===== src/rtl/wsched_pkg.sv =====
package wsched_pkg;
  localparam int WORD_W = 32;

  function automatic logic [WORD_W-1:0] rotr(input logic [WORD_W-1:0] x, input int n);
    rotr = (x >> n) | (x << (WORD_W - n));
  endfunction

  function automatic logic [WORD_W-1:0] small_s0(input logic [WORD_W-1:0] x);
    small_s0 = rotr(x, 7) ^ rotr(x, 18) ^ (x >> 3);
  endfunction

  function automatic logic [WORD_W-1:0] small_s1(input logic [WORD_W-1:0] x);
    small_s1 = rotr(x, 17) ^ rotr(x, 19) ^ (x >> 10);
  endfunction
endpackage


===== src/rtl/wsched_window.sv =====
module wsched_window #(
  parameter int WORD   = 32,
  parameter int NWORDS = 16
) (
  input  logic                              clk,
  input  logic                              load_i,
  input  logic [NWORDS*WORD-1:0]            blk_i,
  input  logic                              shift_i,
  input  logic [WORD-1:0]                   top_i,
  output logic [NWORDS-1:0][WORD-1:0]       win_o
);
  logic [NWORDS-1:0][WORD-1:0] win_q;

  for (genvar g = 0; g < NWORDS; g++) begin : g_slot
    logic [WORD-1:0] upper;
    if (g == NWORDS - 1) begin : g_top
      assign upper = top_i;
    end else begin : g_mid
      assign upper = win_q[g+1];
    end
    always_ff @(posedge clk) begin
      if (load_i)
        win_q[g] <= blk_i[(NWORDS-1-g)*WORD +: WORD];
      else if (shift_i)
        win_q[g] <= upper;
    end
  end

  assign win_o = win_q;

  // a shift moves each slot one position down and puts the new word on top
  assert_shift_down_R3: assert property (@(posedge clk)
    (shift_i && !load_i) |=> (win_q[0] == $past(win_q[1])) && (win_q[NWORDS-1] == $past(top_i)));
  // a load places block word 0 (the top bits) in the bottom slot
  assert_load_order_R2: assert property (@(posedge clk)
    load_i |=> win_q[0] == $past(blk_i[NWORDS*WORD-1 -: WORD]));
endmodule


===== src/rtl/wsched_expand.sv =====
module wsched_expand
  import wsched_pkg::*;
#(
  parameter int NWORDS = 16
) (
  input  logic [NWORDS-1:0][WORD_W-1:0] win_i,
  output logic [WORD_W-1:0]             next_o
);
  localparam int TAP_S1 = NWORDS - 2;
  localparam int TAP_MID = NWORDS - 7;
  localparam int TAP_S0 = 1;
  localparam int TAP_OLD = 0;

  always_comb begin
    next_o = small_s1(win_i[TAP_S1]) + win_i[TAP_MID] + small_s0(win_i[TAP_S0]) + win_i[TAP_OLD];
  end
endmodule


===== src/rtl/wsched_ctrl.sv =====
module wsched_ctrl #(
  parameter int NWORDS = 16,
  parameter int ROUNDS = 64,
  localparam int CW = $clog2(ROUNDS + 1)
) (
  input  logic          clk,
  input  logic          rst,
  input  logic          load_i,
  input  logic          req_i,
  output logic          adv_o,
  output logic          direct_o,
  output logic [CW-1:0] rnd_o,
  output logic          valid_o
);
  logic [CW-1:0] rnd_q;
  logic          valid_q;

  assign adv_o    = req_i && !load_i && (rnd_q < CW'(ROUNDS));
  assign direct_o = rnd_q < CW'(NWORDS);
  assign rnd_o    = rnd_q;

  always_ff @(posedge clk) begin
    if (rst) begin
      rnd_q   <= '0;
      valid_q <= 1'b0;
    end else begin
      valid_q <= adv_o;
      if (load_i)
        rnd_q <= '0;
      else if (adv_o)
        rnd_q <= rnd_q + 1'b1;
    end
  end

  assign valid_o = valid_q;

  // the round counter never passes the schedule length
  assert_round_bound_R5: assert property (@(posedge clk) disable iff (rst)
    rnd_q <= CW'(ROUNDS));
  // with the schedule exhausted, a request gives no valid pulse
  assert_no_extra_R5: assert property (@(posedge clk) disable iff (rst)
    (rnd_q == CW'(ROUNDS) && !load_i) |=> !valid_q);
  // a load suppresses any word in the following cycle
  assert_load_priority_R7: assert property (@(posedge clk) disable iff (rst)
    load_i |=> (!valid_q && rnd_q == '0));
  // a valid pulse lasts one cycle unless another request was accepted
  assert_pulse_R4: assert property (@(posedge clk) disable iff (rst)
    (valid_q && !adv_o) |=> !valid_q);
endmodule


===== src/rtl/wsched_top.sv =====
module wsched_top
  import wsched_pkg::*;
#(
  parameter int NWORDS = 16,
  parameter int ROUNDS = 64,
  localparam int BLK_W = NWORDS * WORD_W,
  localparam int CW = $clog2(ROUNDS + 1),
  localparam int IW = $clog2(NWORDS)
) (
  input  logic               clk,
  input  logic               rst,
  input  logic               load_i,
  input  logic [BLK_W-1:0]   blk_i,
  input  logic               req_i,
  output logic [WORD_W-1:0]  w_o,
  output logic               w_valid_o
);
  logic                             adv, direct, shift;
  logic [CW-1:0]                    rnd;
  logic [NWORDS-1:0][WORD_W-1:0]    win;
  logic [WORD_W-1:0]                fresh;
  logic [WORD_W-1:0]                w_q;

  wsched_ctrl #(.NWORDS(NWORDS), .ROUNDS(ROUNDS)) u_ctrl (
    .clk(clk), .rst(rst), .load_i(load_i), .req_i(req_i),
    .adv_o(adv), .direct_o(direct), .rnd_o(rnd), .valid_o(w_valid_o)
  );

  wsched_expand #(.NWORDS(NWORDS)) u_expand (
    .win_i(win), .next_o(fresh)
  );

  assign shift = adv && !direct;

  wsched_window #(.WORD(WORD_W), .NWORDS(NWORDS)) u_window (
    .clk(clk), .load_i(load_i), .blk_i(blk_i), .shift_i(shift),
    .top_i(fresh), .win_o(win)
  );

  always_ff @(posedge clk) begin
    if (rst || load_i)
      w_q <= '0;
    else if (adv)
      w_q <= direct ? win[rnd[IW-1:0]] : fresh;
  end

  assign w_o = w_q;

  // the first cycle after reset shows a cleared output
  assert_reset_clear_R1: assert property (@(posedge clk)
    rst |=> (w_o == '0 && !w_valid_o));
  // without a request or load the word holds
  assert_hold_R4: assert property (@(posedge clk) disable iff (rst)
    (!req_i && !load_i) |=> ($stable(w_o) && !w_valid_o));
  // a computed word lands on the output and in the top slot together
  assert_same_step_R3: assert property (@(posedge clk) disable iff (rst)
    shift |=> w_o == win[NWORDS-1]);
endmodule


===== config.mk =====
export PLATFORM = sky130hd
export DESIGN_NAME = wsched_top
export DESIGN_NICKNAME = d
export VERILOG_FILES = /design/src/rtl/wsched_pkg.sv /design/src/rtl/wsched_window.sv /design/src/rtl/wsched_expand.sv /design/src/rtl/wsched_ctrl.sv /design/src/rtl/wsched_top.sv
export SDC_FILE = /design/constraint.sdc
export NUM_CORES = 1
export LEC_CHECK = 0
export BUFFER_PORTS_ARGS = -buffer_cell sky130_fd_sc_hd__buf_2
export CORE_ASPECT_RATIO = 0.7
export CORE_MARGIN = 2
export CORE_UTILIZATION = 55
export DETAILED_ROUTE_END_ITERATION = 8
export GPL_TIMING_DRIVEN = 0
export PLACE_DENSITY = 0.79
export SETUP_SLACK_MARGIN = 0.5
export SYNTH_ARGS = -nofsm -noshare
export SYNTH_HDL_FRONTEND = slang
export SYNTH_SLANG_ARGS = --single-unit

===== constraint.sdc =====
create_clock -name clk -period 18 [get_ports clk]
set_input_delay 3.6 -clock clk [delete_from_list [all_inputs] [get_ports clk]]
set_output_delay 3.6 -clock clk [all_outputs]
set_load 0.02 [all_outputs]

==> qor.yml <==
fillers: 4220
path_clk_slew_ns: 0.07
slew_headroom_pct: 1.428
r2r-start: "u_window.g_slot[13].upper[18]"
clkLatencyLatePin_ns: 0.63
postCtsHoldBufs: 0
grt_max_degree: 76
crit_type: "input port to flip-flop"
worstPathArrival_ns: 7.42
postRouteWirelength_um: 120000
row_count: 73
place.port_buffers: 548
p_switching_uw: 2030
intPower_uw: 3073
syn_avg_cell_area_um2: 15.03
start_util_pct: 55.50
synth_ff_type: "edfxtp_1"
cts_resized: 0
post-cts-setup-buffers: 0
worstSetupStartpoint: "load_i"
cp-end-kind: "flip-flop"
maxCapViolations: 0
final_cell_mix: "buf_2, edfxtp_1, mux2_2"
cts.sinks: 552
worst_slew_pin_slew_ns: 1.479
p_leak_uw: 0.01410
seqPwrFrac_pct: 34.0
drt_first_iter_violations: 3437
hold_end: "w_o[5]"
cellPowerDensity_nw_per_um2: 137.6
synth_cell_types: 66
r2r_end: "u_window.g_slot[14].upper[31]"
skew_ns: 0.01888
multi_input_area_um2: 14240
peakVddDrop_v: 0.00008280
finalHoldViolCount: 0
final_core_util_pct: 65.38
min_period_over_period_pct: 39.69
hold_slack_ns: 0.5098
nets: 3315
synth_area_leader_cell: "edfxtp_1"
r2r_slack_ns: 12.55
die_y_um: 204.2
ys_seq_area_share_pct: 51.38
core_um2: 56720
h-tree-depth: 2
die-area_um2: 59200
hp-start: "w_o[5]"
status: "completed"
io_pins: 549
synth-seq-cells: 552
rsz0062_at_grt: "false"
worst_r2r_path_depth: 16
antenna_left: 0
ys_warn_count: 0
final_max_slew_viol_count: 0
root_buffer: "clkbuf_16"
start_kind: "input port"
drc_errors: 0
seq_area_um2: 16180
clk_path_buf_depth: 3
dp_hpwl_um: 91440
grt.total_usage_pct: 40.22
cts_tree: "yes"
pwr-share-clk_pct: 22.3
antenna_found_initial: 15
sw_frac_of_total_pct: 39.78
max_freq_mhz: 140.0
netlist_area_um2: 31480
first_pass_iters: 7
finalPower_uw: 5102
post-place-cells: 3399
routabilityCongestion: 0.9975
vias: 23386
syn-num-nets: 2704
whs_path_depth: 2
overflow: 0
numCtsBuffers: 54
async_flop_share_pct: 0
mostFrequentLayoutCell: "buf_2"
synth_top_area_share_pct: 48.84
pwr-share-comb_pct: 43.7
dieWidth_um: 290.0
crit_fanout: 74
synth-edff-count: 512
hold_class: "flip-flop to flip-flop"
final_cells: 3509
layout-drive-gt1-share_pct: 47.78
vias_per_cell: 6.665
wl_per_cell_um: 34.21
synthTopCellsByArea: "edfxtp_1, mux2_2, mux4_2"
syn_inst: 2094
grt_pass1_wl_um: 166100
worstPathRequired_ns: 18.27
grt_pass1_vias: 23227
min_period_ns: 7.145
area_growth_pct: 17.80
finalSetupViolCount: 0
==> power by group through the flow <==
stage          registers, uW  clock network [uW]  logic, uW
5_1_grt                 1740                1190       2420
3_3_place_gp            1780                   0       2110
2_1_floorplan           1710                   0       1490
3_5_place_dp            1750                   0       2150
4_1_cts                 1720                1140       2170
6_report                1730                1140       2230
==> Yosys cell counts, drive strengths merged (5+ instances only) <==
cell and n:
or3 12, dfxtp 40, a22oi 17, o21a 11, fa 62, o21ai 44
and3 6, nand4 5, ha 32, and2 8, buf 34, a211oi 12
a21o 15, nand2 58, nor2 41, a31oi 8, mux2 484, nor3 18
clkbuf 85, edfxtp 512, a21oi 42, mux2i 8, mux4 160, o22ai 5
xnor2 113, inv 146, xor2 25, nand3 21, o31ai 7
==> flip-flops by register name (all words and copies together), names as in the netlist <==
name	count
u_window.g_slot.upper	480
u_window.win_o	32
w_o	32
u_ctrl.rnd_o	7
u_ctrl.valid_o	1
==> cell type report <==
class / count / share of cell area, %
plain buffers: 119 / 1.410
well taps: 750 / 2.530
clock inverters: 24 / 0.4757
diodes: 11 / 0.07422
clock buffers: 75 / 4.109
repair buffers: 555 / 7.895
flip-flops and latches: 552 / 43.62
multi-input cells: 1276 / 38.40
inverters: 147 / 1.488
==> cells by family (layout without fill, tap and decap cells) <==
kind of cell,after synthesis,count (layout),share of synthesized area [%]
AO/OA/AOI/OAI,202,202,4.233
other,0,11,0
XOR/XNOR,138,138,3.839
adder cells (fa/ha/maj),94,94,5.214
buffers and inverters,266,920,3.410
AND/OR/NAND/NOR,190,190,2.913
flip-flops,552,552,51.38
multiplexers,652,652,29.01
==> routing by layer <==
layer,routed length [um],global-route usage (%),vias to the layer above
met2,53270,60.71,1851
met4,5332,16.28,6
met1,44990,54.80,11920
li1,-,-,9285
met3,16420,12.39,324
met5,34,0,-
==> worst max-delay path, cell delays in order <==
cell,delay [ns]
buf_2,0.12
clkbuf_1,0.36
clkinv_1,0.53
clkbuf_1,0.50
nand2_4,0.77
buf_16,0.37
buf_16,0.34
buf_12,0.30
buf_16,0.33
==> how the worst max path moves through the flow <==
stage	end	slack [ns]	depth (start not counted)
floorplan	u_window.g_slot[0].upper[0]	1.85	4
global placement	u_window.g_slot[6].upper[2]	-3.69	5
detailed placement	u_window.g_slot[1].upper[1]	10.34	9
CTS	u_window.g_slot[10].upper[2]	10.99	9
global route	u_window.g_slot[10].upper[2]	10.68	9
finish	u_window.g_slot[13].upper[30]	10.86	9
==> through the flow <==
step / setup slack (ns) / setup TNS, ns / instance area [um2]
2_1_floorplan: 1.850 / 0 / 31480
3_3_place_gp: -3.694 / -1856.65 / 35160
3_5_place_dp: 10.34 / 0 / 35360
4_1_cts: 10.99 / 0 / 37060
5_1_grt: 10.68 / 0 / 37080
6_report: 10.86 / 0 / 37090
Note: power is estimated with default switching activity, not from simulation.
